**src/rtl/rsw_pkg.sv**
```systemverilog
package rsw_pkg;
  typedef struct packed {
    logic loadStart;
    logic rateOneG;
    logic issueRead;
    logic captureRead;
    logic issueWrite;
    logic advance;
  } dpStrobe_t;

  typedef enum logic [2:0] {
    S_INIT, S_LOCK, S_IDLE, S_READ, S_WAIT_RD, S_WRITE, S_WAIT_WR, S_CHRST
  } ctrlState_t;
endpackage

```
**src/rtl/rsw_sync.sv**
```systemverilog
module rsw_sync #(
  parameter int STAGES = 2
) (
  input  logic clk,
  input  logic rst,
  input  logic din,
  output logic dout
);
  logic [STAGES-1:0] chain;

  generate
    for (genvar i = 0; i < STAGES; i++) begin : g_stage
      if (i == 0) begin : g_first
        always_ff @(posedge clk) chain[0] <= rst ? 1'b0 : din;
      end else begin : g_next
        always_ff @(posedge clk) chain[i] <= rst ? 1'b0 : chain[i-1];
      end
    end
  endgenerate

  assign dout = chain[STAGES-1];
endmodule

```
**src/rtl/rsw_datapath.sv**
```systemverilog
module rsw_datapath
  import rsw_pkg::*;
#(
  parameter int ADDR_W      = 10,
  parameter int DATA_W      = 16,
  parameter int ENTRIES_1G  = 4,
  parameter int ENTRIES_10G = 4,
  parameter int ADDR_BASE   = 'h100,
  parameter int ADDR_STRIDE = 4
) (
  input  logic              clk,
  input  logic              rst,
  input  dpStrobe_t         strobe,
  input  logic [DATA_W-1:0] drpDo,
  output logic              drpEn,
  output logic              drpWe,
  output logic [ADDR_W-1:0] drpAddr,
  output logic [DATA_W-1:0] drpDi,
  output logic              lastEntry
);
  localparam int MAX_ENTRIES = (ENTRIES_1G > ENTRIES_10G) ? ENTRIES_1G : ENTRIES_10G;
  localparam int IDX_W       = $clog2(MAX_ENTRIES + 1);

  logic             rateReg;
  logic [IDX_W-1:0] idx;
  logic [IDX_W-1:0] remaining;

  logic [ADDR_W-1:0] entryAddr;
  logic [DATA_W-1:0] changeMask;
  logic [DATA_W-1:0] newBits;
  logic [3:0]        newNibble;
  logic [4:0]        shiftAmt;

  // Table entry computed from the rate and entry index
  always_comb begin
    shiftAmt   = {1'b0, idx[1:0], 2'b00};
    entryAddr  = ADDR_W'(ADDR_BASE) + ADDR_W'(idx) * ADDR_W'(ADDR_STRIDE)
                 + (rateReg ? ADDR_W'(0) : ADDR_W'(1));
    newNibble  = rateReg ? 4'(idx + 1'b1) : 4'(4'hF - 4'(idx));
    changeMask = {{(DATA_W-4){1'b0}}, 4'hF} << shiftAmt;
    newBits    = {{(DATA_W-4){1'b0}}, newNibble} << shiftAmt;
  end

  always_ff @(posedge clk) begin
    if (rst) begin
      rateReg   <= 1'b0;
      idx       <= '0;
      remaining <= '0;
      drpEn     <= 1'b0;
      drpWe     <= 1'b0;
      drpAddr   <= '0;
      drpDi     <= '0;
    end else begin
      drpEn <= strobe.issueRead | strobe.issueWrite;
      drpWe <= strobe.issueWrite;
      if (strobe.loadStart) begin
        rateReg   <= strobe.rateOneG;
        idx       <= '0;
        remaining <= strobe.rateOneG ? IDX_W'(ENTRIES_1G) : IDX_W'(ENTRIES_10G);
      end
      if (strobe.advance) begin
        idx       <= idx + 1'b1;
        remaining <= remaining - 1'b1;
      end
      if (strobe.issueRead) drpAddr <= entryAddr;
      if (strobe.captureRead) drpDi <= (drpDo & ~changeMask) | newBits;
    end
  end

  assign lastEntry = (remaining == IDX_W'(1));

  p_en_pulse_r6: assert property (@(posedge clk) disable iff (rst) drpEn |=> !drpEn)
    else $error("drpEn longer than one cycle");
  p_we_with_en_r6: assert property (@(posedge clk) disable iff (rst) drpWe |-> drpEn)
    else $error("drpWe without drpEn");
  p_addr_hold_r4: assert property (@(posedge clk) disable iff (rst) !$stable(drpAddr) |-> drpEn)
    else $error("address moved between accesses");
endmodule

```
**src/rtl/rsw_ctrl.sv**
```systemverilog
module rsw_ctrl
  import rsw_pkg::*;
#(
  parameter int RST_CYCLES = 16
) (
  input  logic      clk,
  input  logic      rst,
  input  logic      selSync,
  input  logic      cpllLock,
  input  logic      qpllLock,
  input  logic      drpRdy,
  input  logic      lastEntry,
  output dpStrobe_t strobe,
  output logic      chanRst,
  output logic      busy,
  output logic      done
);
  localparam int RC_W = $clog2(RST_CYCLES + 1);

  ctrlState_t state, nextState;
  logic            appliedRate;
  logic [RC_W-1:0] rstCnt;
  logic            lockOk;

  assign lockOk = appliedRate ? cpllLock : qpllLock;

  always_comb begin
    nextState = state;
    strobe    = '0;
    unique case (state)
      S_INIT:    nextState = S_LOCK;
      S_LOCK:    if (lockOk) nextState = S_IDLE;
      S_IDLE: begin
        if (selSync != appliedRate) begin
          strobe.loadStart = 1'b1;
          strobe.rateOneG  = selSync;
          nextState        = S_READ;
        end
      end
      S_READ: begin
        strobe.issueRead = 1'b1;
        nextState        = S_WAIT_RD;
      end
      S_WAIT_RD: begin
        if (drpRdy) begin
          strobe.captureRead = 1'b1;
          nextState          = S_WRITE;
        end
      end
      S_WRITE: begin
        strobe.issueWrite = 1'b1;
        nextState         = S_WAIT_WR;
      end
      S_WAIT_WR: begin
        if (drpRdy) begin
          if (lastEntry) nextState = S_CHRST;
          else begin
            strobe.advance = 1'b1;
            nextState      = S_READ;
          end
        end
      end
      S_CHRST: if (rstCnt == RC_W'(RST_CYCLES - 1)) nextState = S_LOCK;
      default:   nextState = S_INIT;
    endcase
  end

  always_ff @(posedge clk) begin
    if (rst) begin
      state       <= S_INIT;
      appliedRate <= 1'b0;
      rstCnt      <= '0;
      chanRst     <= 1'b0;
      busy        <= 1'b0;
      done        <= 1'b0;
    end else begin
      state   <= nextState;
      chanRst <= (nextState == S_CHRST);
      done    <= 1'b0;
      rstCnt  <= (state == S_CHRST) ? rstCnt + 1'b1 : '0;
      if (strobe.loadStart) begin
        appliedRate <= selSync;
        busy        <= 1'b1;
      end
      if (state == S_LOCK && lockOk && busy) begin
        busy <= 1'b0;
        done <= 1'b1;
      end
    end
  end

  p_done_idle_r8: assert property (@(posedge clk) disable iff (rst) done |-> !busy)
    else $error("done while busy");
  p_done_pulse_r8: assert property (@(posedge clk) disable iff (rst) done |=> !done)
    else $error("done longer than one cycle");
  p_rst_in_seq_r7: assert property (@(posedge clk) disable iff (rst) chanRst |-> busy)
    else $error("channel reset outside a sequence");
endmodule

```
**src/rtl/rate_switch_ctrl.sv**
```systemverilog
module rate_switch_ctrl
  import rsw_pkg::*;
#(
  parameter int ADDR_W      = 10,
  parameter int DATA_W      = 16,
  parameter int ENTRIES_1G  = 4,
  parameter int ENTRIES_10G = 4,
  parameter int RST_CYCLES  = 16,
  parameter int SYNC_STAGES = 2
) (
  input  logic              clk,
  input  logic              rst,
  input  logic              rateSel,
  input  logic              cpllLock,
  input  logic              qpllLock,
  output logic              drpEn,
  output logic              drpWe,
  output logic [ADDR_W-1:0] drpAddr,
  output logic [DATA_W-1:0] drpDi,
  input  logic [DATA_W-1:0] drpDo,
  input  logic              drpRdy,
  output logic              chanRst,
  output logic              busy,
  output logic              done
);
  logic      selSync;
  logic      lastEntry;
  dpStrobe_t strobe;

  rsw_sync #(.STAGES(SYNC_STAGES)) u_sync (
    .clk(clk), .rst(rst), .din(rateSel), .dout(selSync)
  );

  rsw_ctrl #(.RST_CYCLES(RST_CYCLES)) u_ctrl (
    .clk(clk), .rst(rst), .selSync(selSync), .cpllLock(cpllLock),
    .qpllLock(qpllLock), .drpRdy(drpRdy), .lastEntry(lastEntry),
    .strobe(strobe), .chanRst(chanRst), .busy(busy), .done(done)
  );

  rsw_datapath #(
    .ADDR_W(ADDR_W), .DATA_W(DATA_W),
    .ENTRIES_1G(ENTRIES_1G), .ENTRIES_10G(ENTRIES_10G)
  ) u_dp (
    .clk(clk), .rst(rst), .strobe(strobe), .drpDo(drpDo),
    .drpEn(drpEn), .drpWe(drpWe), .drpAddr(drpAddr), .drpDi(drpDi),
    .lastEntry(lastEntry)
  );

  p_no_access_in_rst_r7: assert property (@(posedge clk) disable iff (rst) chanRst |-> !drpEn)
    else $error("DRP access during channel reset");
endmodule

```
**config.mk**
```make
export PLATFORM = sky130hd
export DESIGN_NAME = rate_switch_ctrl
export DESIGN_NICKNAME = d
export VERILOG_FILES = /design/src/rtl/rsw_pkg.sv /design/src/rtl/rsw_sync.sv /design/src/rtl/rsw_datapath.sv /design/src/rtl/rsw_ctrl.sv /design/src/rtl/rate_switch_ctrl.sv
export SDC_FILE = /design/constraint.sdc
export NUM_CORES = 1
export LEC_CHECK = 0
export BUFFER_PORTS_ARGS = -buffer_cell sky130_fd_sc_hd__buf_2
export CAP_MARGIN = 20
export CELL_PAD_IN_SITES_DETAIL_PLACEMENT = 1
export CELL_PAD_IN_SITES_GLOBAL_PLACEMENT = 1
export CORE_ASPECT_RATIO = 1.5
export CORE_MARGIN = 2
export CORE_UTILIZATION = 39
export DETAILED_ROUTE_END_ITERATION = 12
export PLACE_DENSITY_LB_ADDON = 0.3
export SLEW_MARGIN = 20
export SYNTH_ARGS = -nofsm -noshare
export SYNTH_HDL_FRONTEND = slang
export SYNTH_HIERARCHICAL = 1
export SYNTH_SLANG_ARGS = --single-unit
```
**constraint.sdc**
```tcl
create_clock -name clk -period 2.11 [get_ports clk]
set_input_delay 0.422 -clock clk [delete_from_list [all_inputs] [get_ports clk]]
set_output_delay 0.422 -clock clk [all_outputs]
set_load 0.005 [all_outputs]
```
### After elaboration in Yosys (flattened, before gate mapping)

Cells that the tools add are included.
W data, S select, Z words.

| word-level totals | value |
|---|---|
| flip-flop bits (word level) | 49 |
| latch bits | 0 |
| RAM bits | 0 |
| memory bits (read-only) | 0 |
| bits of input ports | 22 |
| word-level logic and storage cells | 70 |
| memories | 0 |

| cells by class | value |
|---|---|
| $add $sub $neg | 7 |
| multiply operators | 0 |
| div/mod/pow operators | 0 |
| magnitude comparators | 0 |
| equal/unequal tests | 11 |
| shift-type cells | 2 |
| multiplexer cells | 24 |
| bitwise gates (word level) | 5 |
| reductions and logical operators | 6 |

Operator list:

| kind | count |
|---|---|
| $mux W3 | 10 |
| $pmux W3 S8 | 1 |
| $and A16 B16 Y16 | 1 |
| $not A16 Y16 | 1 |
| $or A16 B16 Y16 | 1 |
| $shl A4 B4 Y16 | 1 |
| $shl A4 B4 Y16 const A | 1 |
| $eq A3 B3 Y1 const B | 5 |
| $add A10 B10 Y10 | 1 |
| $add A9 B5 Y10 const A | 1 |
| $mux W1 | 10 |
| $eq A3 B1 Y1 const B | 2 |
| $eq A3 B2 Y1 const B | 2 |
| $add A5 B1 Y5 const B | 1 |
| $eq A5 B4 Y1 const B | 1 |
| $add A3 B1 Y4 const B | 1 |
| $mux W2 | 2 |
| $mux W4 | 1 |
| $reduce_or A2 Y1 | 2 |
| $sub A4 B3 Y4 const A | 1 |
| $add A3 B1 Y3 const B | 1 |
| $logic_not A3 Y1 | 1 |
| $sub A3 B1 Y3 const B | 1 |
| $logic_and A1 B1 Y1 | 2 |
| 4 further kinds | 4 |

### Depth between registers and ports, before layout

Gate-level depths: netlist (run 1).

| depth | value |
|---|---|
| depth in word-level cells | 5 |
| depth in mapped cells | 8 |
| depth with buffers taken out | 7 |

### Hierarchy

Netlist (run 1), hierarchy kept.

Modules (own cells, without submodules):

| module | times used | cells each | area an instance (um^2) | seq. area each (um^2) |
|---|---|---|---|---|
| rsw_datapath | 1 | 159 | 1401.3 | 600.6 |
| rsw_ctrl | 1 | 64 | 615.6 | 240.2 |
| rsw_sync | 1 | 4 | 52.6 | 40.0 |

### Worst setup path after synthesis (run 1)

No wires, ideal clock.

| path | value |
|---|---|
| kind | reg2reg |
| start point | register u_ctrl.state[2] |
| end point | register u_dp.drpDi[14] |
| arrival time | 1.587 ns |
| setup slack | 0.449 ns |
| stages on the path, launching flop included | 7 |
| path buffers | 2 |
| path through | dfxtp_1 buf_6 nor3b_1 buf_4 inv_2 or4_1 o22ai_1 |

RTL lines:

| element | line | text |
|---|---|---|
| start: declaration | rsw_ctrl.sv:20 | `ctrlState_t state, nextState;` |
| start signal: assignment | rsw_ctrl.sv:77 | `state <= nextState;` |
| end signal: assignment | rsw_datapath.sv:66 | `if (strobe.captureRead) drpDi <= (drpDo & ~changeMask) \| newBits;` |
| end: declaration | rsw_datapath.sv:18 | `output logic [DATA_W-1:0] drpDi,` |

==> metrics.txt, run 1 <==
Multi-input gate area 1050 um2; final design utilization 0.482; most frequent cells in the layout buf_2, dfxtp_1, nor2_1, nand2_1, ha_1; overall die area between 5000 and 6000 um2; synth warn 6; status completed; layout cells sized above 1 0.267; Max H-tree Level 2; Yosys reg bits 44; largest incremental delay on the critical path 0.47 ns; Syn Inst Count 227; max_cap viols 0; DRC 0; via count 1703; Final Max Tran Viols 0; initial antenna violation count 0; I/O Pins 53; CP Class reg2reg; Hold WC Path Type in2reg; CP endpoint kind flip-flop; DRT Pass-1 Iters 4; FMAX 569 MHz; GRT overflow 0; Worst Skew 0.0104 ns; Worst-path clk slew about 0.090 ns; worst path cell trace inv_1 > ha_1 > nor4b_4 > nor2_1 > o21ai_0 > a21oi_1; number of global-route vias before repair 1691; Final nets 305; Core Rows 32; Starting DRT DRC Count 60; initial core utilization 0.404; Avg Vias per Cell 4.99; Hold-fix buffers, CTS 0; Die Wd 63.5 um; Final Setup Violations 0; DR WL/cell 13.6 um; ys async rst share 0; crit path DAT 1.93 ns; first-pass GRT wire length 7.78 mm; unrepaired setup endpoints after global routing no; Post-CTS Setup Repair Bufs 0; commonest non-fill, non-tap cell in the layout buf_2; cell at the root of the clock tree clkbuf_8; Die H roughly 93 um; RD Place Congestion 0.729; Worst EP required 2.28 ns; CTS resizes 0; Max VDD drop 487 uV; filler cell count 646; Clock Latency Late Sink around 0.3 ns; CP max stage cell nor4b_4; distinct cell type count after synthesis approximately 50; HPWL Detailed 3.38 mm; Post-synth EDFFs 0; post-layout min period 1.76 ns; largest net degree at the start of global routing 32; clock buffer depth 2; Final Hold Viols 0; setup TNS 0 ns; Tcrit/Tclk final 0.833; synthesized area per cell 9.12 um2; register area 881 um2; CP Launch Type flip-flop; Port-buffer cells 47; area grow syn2layout 19.5%; power density over the cells 716 nW/um2; ANT cells 0; Total Wirelength 4.63 mm; Netlist Area Pre-Place 2070 um2; post-detailed-route count of antenna-violating nets 0; CTS tree built; Leak 1.00 nW; core area 5120 um2; post-synthesis sequential area ratio 0.426; Num CTS Buffers 5; clock sinks 44; slew margin rel. 0.633; Top FF cell, synth dfxtp_1; Max FO, Critical Path 8; worst slew pin tran roughly 0.55 ns; Total GRT Usage 0.168
[cell usage after synthesis (3+ instances only)]
cell      count  share of area
a211oi_1      3          0.011
a211oi_2      3          0.018
a21oi_1       9          0.022
a31oi_1       3         0.0091
buf_2         5          0.012
buf_4         9          0.033
dfxtp_1      44           0.43
ha_1         10          0.060
inv_1         9          0.016
mux2i_1       7          0.034
nand2_1      11          0.020
nand2b_1      7          0.021
nand3_1       5          0.012
nand3b_1      6          0.022
nor2_1       38          0.069
nor2b_1       7          0.021
nor3_1        3         0.0073
o21ai_0       3         0.0073
[cells by family (layout without fill, tap and decap cells)]
logic type | after synthesis | after routing | share of synthesized area
xor+xnor | 3 | 3 | 0.0127
other cells | 1 | 5 | 0.00181
compound gates | 36 | 36 | 0.129
buf+inv | 30 | 72 | 0.0774
mux | 9 | 9 | 0.0466
fa+ha+maj | 10 | 10 | 0.0605
flops | 44 | 44 | 0.426
simple gates | 94 | 94 | 0.246
[state kept, by name, indices dropped and copies added (netlist names)]
signal,count
u_ctrl/appliedRate,1
u_dp/rateReg,1
u_dp/remaining,3
u_dp/drpDi,16
u_ctrl/busy,1
u_ctrl/done,1
u_ctrl/rstCnt,5
u_dp/drpWe,1
u_dp/drpEn,1
u_ctrl/chanRst,1
u_sync/chain,1
u_dp/drpAddr,5
u_ctrl/state,3
u_dp/idx,3
u_sync/dout,1
[worst paths after layout]
path	endpoint	cells past startpoint	slack, ns	startpoint
hold reg to reg	u_sync/dout$_SDFF_PP0_	1	0.44	u_sync/chain[0]$_SDFF_PP0_
setup reg to reg	u_dp/idx[2]$_SDFFE_PP0P_	6	0.35	u_ctrl/appliedRate$_SDFFE_PP0P_
hold / removal	u_sync/chain[0]$_SDFF_PP0_	2	0.35	rateSel
setup / recovery	u_dp/idx[2]$_SDFFE_PP0P_	6	0.35	u_ctrl/appliedRate$_SDFFE_PP0P_
[power by group]
part           total [mW]  leakage (nW)  internal [mW]  switching, mW
combinational       0.148         0.585         0.0686         0.0797
sequential          0.872         0.356          0.853         0.0194
clock               0.750        0.0642          0.466          0.284
[stage by stage]
step	setup WS, ns	std cells	hold WS, ns	power (mW)	cell area [um2]
finish	0.353	341	0.349	1.77	2470
global route	0.183	341	0.361	1.84	2470
CTS	0.315	341	0.343	1.80	2470
detailed placement	0.323	334	0.430	1.04	2340
global placement	0.378	334	0.421	1.04	2340
floorplan	0.449	231	0.414	0.990	2080
[layout make-up]
type | count | share of cell area
Clock buffer | 5 | 0.0278
Clock inverter | 2 | 0.0243
Inverter | 11 | 0.0167
Multi-Input combinational cell | 157 | 0.424
Sequential cell | 44 | 0.356
Tap cell | 68 | 0.0344
Timing Repair Buffer | 54 | 0.116
[metal layers]
layer  track usage  part of all wire  wire [um]  vias up
met1         0.178              0.42       1930      802
met4        0.0815             0.020         94        0
met3        0.0397             0.044        203        8
met5             0                 0          0        -
met2         0.306              0.52       2400       34
li1              -                 -          -      859
[critical path, delay by kind of cell (launching register included)]
family	cells	cell delay, ns
compound gates	2	0.28
buf+inv	1	0.06
simple gates	2	0.63
flops	1	0.35
fa+ha+maj	1	0.31
Power figures use the tool's default switching activity.
==> run 2: changes to the inputs <==
--- a/config.mk
+++ b/config.mk
@@ -11,7 +11,7 @@
 export CELL_PAD_IN_SITES_GLOBAL_PLACEMENT = 1
 export CORE_ASPECT_RATIO = 1.5
 export CORE_MARGIN = 2
-export CORE_UTILIZATION = 39
+export CORE_UTILIZATION = 35
 export DETAILED_ROUTE_END_ITERATION = 12
 export PLACE_DENSITY_LB_ADDON = 0.3
 export SLEW_MARGIN = 20
==> constraint.sdc (replaced) <==
create_clock -name clk -period 1.5 [get_ports clk]
set_input_delay 0.3 -clock clk [delete_from_list [all_inputs] [get_ports clk]]
set_output_delay 0.3 -clock clk [all_outputs]
set_load 0.005 [all_outputs]
==> run 2 against run 1 <==
Global-route usage is essentially flat. Clock power increased by 4.9%. Critical endpoint is now u_dp/drpDi[14]$_SDFFE_PP0P_. Combinational power rose by 70%. Via count rose by 8.7%. Worst hold slack got worse by 0.14 ns. Critical path depth fell by 1. Total power rose by 28%. Routed wire length grew 15%. Count of clock-buffer cells in the layout increased by 2.
==> metrics.txt, run 2 (synthesized netlist as in run 1, its figures left out) <==
Final nets 326 (was 305); Regs by FF count u_dp/drpDi: 16 flops, u_ctrl/rstCnt: 5 flops, u_dp/drpAddr: 5 flops (unchanged); WP buf/inv 1 (unchanged); post-layout min period 1.49 ns (was 1.76 ns); unrepaired setup endpoints after global routing yes (was no); commonest non-fill, non-tap cell in the layout buf_2 (unchanged); clock sinks 44 (unchanged); Num CTS Buffers 5 (unchanged); Tcrit/Tclk final 0.992 (was 0.833); cell at the root of the clock tree clkbuf_8 (unchanged); Sw Share 0.250 (was 0.216); DRC 0 (unchanged); R2R setup slack 0.01 ns (was 0.35 ns); Total Wirelength 5.34 mm (was 4.63 mm); Avg Vias per Cell 5.04 (was 4.99); max_cap viols 0 (unchanged); Max H-tree Level 2 (unchanged); Port-buffer cells 47 (unchanged); Hold WS 0.213 ns (was 0.349 ns); hold endpoint u_sync/chain[0]$_SDFF_PP0_ (unchanged); CP Launch Type flip-flop (unchanged); clock buffer depth 2 (unchanged); CP delay by family, top simple AND/OR/NAND/NOR gates (unchanged); largest net degree at the start of global routing 16 (was 32); Final Hold Viols 0 (unchanged); CP endpoint kind flip-flop (unchanged); Starting DRT DRC Count 43 (was 60); worst r2r src u_ctrl/state[0]$_SDFF_PP0_ (was u_ctrl/appliedRate$_SDFFE_PP0P_); Final Setup Violations 0 (unchanged); ANT cells 0 (unchanged); max reg flops 16 (unchanged); number of global-route vias before repair 1879 (was 1691); CP max stage cell or4_1 (was nor4b_4); fin area 2720 um2 (was 2470 um2); area grow syn2layout 31.2% (was 19.5%); pre-CTS setup slack -0.127 ns (was 0.323 ns); Worst Skew 0.00717 ns (was 0.0104 ns); Max FO, Critical Path 4 (was 8); worst path cell trace nand2b_4 > nor3b_4 > inv_2 > or4_1 > o22ai_1 (was inv_1 > ha_1 > nor4b_4 > nor2_1 > o21ai_0 > a21oi_1); power density over the cells 833 nW/um2 (was 716 nW/um2); DR WL/cell 14.5 um (was 13.6 um); final design utilization 0.473 (was 0.482); first-pass GRT wire length 8.52 mm (was 7.78 mm); register share of total power 0.541 (was 0.493); I/O Pins 53 (unchanged); CTS tree built (unchanged); Pint 1.70 mW (was 1.39 mW); DRT Pass-1 Iters 4 (unchanged); most frequent cells in the layout buf_2, nor2_1, dfxtp_1, buf_4, nand2_1 (was buf_2, dfxtp_1, nor2_1, nand2_1, ha_1); r2r worst-path depth 5 (was 6); via count 1851 (was 1703); Final WS setup 0.0114 ns (was 0.353 ns); post-detailed-route count of antenna-violating nets 0 (unchanged); Die H 98.2 um (was 93.2 um); crit path DAT 1.72 ns (was 1.93 ns); Leak 1.11 nW (was 1.00 nW); largest incremental delay on the critical path 0.50 ns (was 0.47 ns); Clock Power Share 0.348 (was 0.424); RD Place Congestion 0.756 (was 0.729); Placed Area 2520 um2 (was 2340 um2); initial core utilization 0.360 (was 0.404); Hold-fix buffers, CTS 0 (unchanged); FF-to-FF End u_dp/drpDi[14]$_SDFFE_PP0P_ (was u_dp/idx[2]$_SDFFE_PP0P_); HPWL Detailed 4.01 mm (was 3.38 mm); Die Wd 66.8 um (was 63.5 um); Max VDD drop 427 uV (was 487 uV); CP Class reg2reg (unchanged); Biggest register u_dp/drpDi (unchanged); overall die area 6560 um2 (was 5920 um2); Hold WC Path Type in2reg (unchanged); Core Rows 34 (was 32); GRT overflow 0 (unchanged); Hold Startpoint rateSel (unchanged); core area 5740 um2 (was 5120 um2); Final Max Tran Viols 0 (unchanged); Clock Latency Late Sink 0.30 ns (about the same); Final Power 2.26 mW (was 1.77 mW); layout cells sized above 1 0.400 (was 0.267); Total GRT Usage 0.167 (was 0.168); WHS Path Cells 2 (unchanged); FMAX 672 MHz (was 569 MHz); sw power 0.565 mW (was 0.383 mW); status completed (unchanged); Combinational Power Share 0.111 (was 0.084); Worst EP required 1.73 ns (was 2.28 ns); Worst-path clk slew 0.08 ns (was 0.09 ns); initial antenna violation count 0 (unchanged)
[run 2: cell count changes in the layout (fill, tap and decap cells not counted), moves of 3 or more]
| cell | delta |
|---|---|
| buf_4 | +17 |
| dfxtp_1 | -8 |
| dfxtp_2 | +7 |
| ha_1 | -4 |
| buf_6 | +3 |
[run 2: worst reg2reg max path: stages, from the launching register on]
cell	delay [ns]
dfxtp_2	0.32
nand2b_4	0.14
nor3b_4	0.25
inv_2	0.08
or4_1	0.50
o22ai_1	0.13
[run 2: cell type report]
cell class | instances | area (um2)
Clock buffer | 7 | 86.3
Tap cell | 72 | 90.1
Sequential cell | 44 | 893
Inverter | 11 | 41.3
Multi-Input combinational cell | 157 | 1140
Clock inverter | 1 | 7.51
Timing Repair Buffer | 75 | 454
Fill cell | 695 | 3030
[run 2: stage by stage]
stage | cells | TNS [ns]
floorplan | 231 | -0.00519
global placement | 356 | -0.0332
detailed placement | 356 | -0.448
CTS | 365 | -0.0104
global route | 367 | -0.226
finish | 367 | 0
[run 2: power groups by stage]
stage	registers, mW	clock network [mW]	logic, mW
finish	1.22	0.787	0.252
CTS	1.22	0.832	0.249
global route	1.23	0.867	0.280
global placement	1.25	0	0.237
detailed placement	1.25	0	0.243
floorplan	1.25	0	0.152
[run 2: how the worst max path moves through the flow]
stage / from / endpoint / slack, ns / cells after the start
after floorplan: u_ctrl/appliedRate$_SDFFE_PP0P_ / u_dp/remaining[2]$_SDFFE_PP0P_ / -0.005 / 6
after global placement: drpRdy / u_dp/drpDi[10]$_SDFFE_PP0P_ / -0.03 / 7
after detailed placement: u_dp/remaining[1]$_SDFFE_PP0P_ / u_dp/idx[2]$_SDFFE_PP0P_ / -0.13 / 8
after CTS: u_ctrl/state[0]$_SDFF_PP0_ / u_dp/drpDi[10]$_SDFFE_PP0P_ / -0.01 / 6
after global routing: u_ctrl/state[0]$_SDFF_PP0_ / u_dp/drpDi[14]$_SDFFE_PP0P_ / -0.07 / 5
final: u_ctrl/state[0]$_SDFF_PP0_ / u_dp/drpDi[14]$_SDFFE_PP0P_ / 0.01 / 5
[run 2: repair_timing]
action,4_1_cts,5_1_grt
setup buffers,1,1
cloned,0,1
hold endpoints to repair,0,0
resized for setup,7,19
pin swaps,3,4
endpoints found under the setup margin,7,17
[run 2: layer usage]
layer / track usage / vias up / part of all wire
met4: 0.0644 / 0 / 0.025
li1: - / 904 / -
met2: 0.322 / 47 / 0.56
met3: 0.0323 / 12 / 0.044
met5: 0 / - / 0
met1: 0.169 / 888 / 0.37
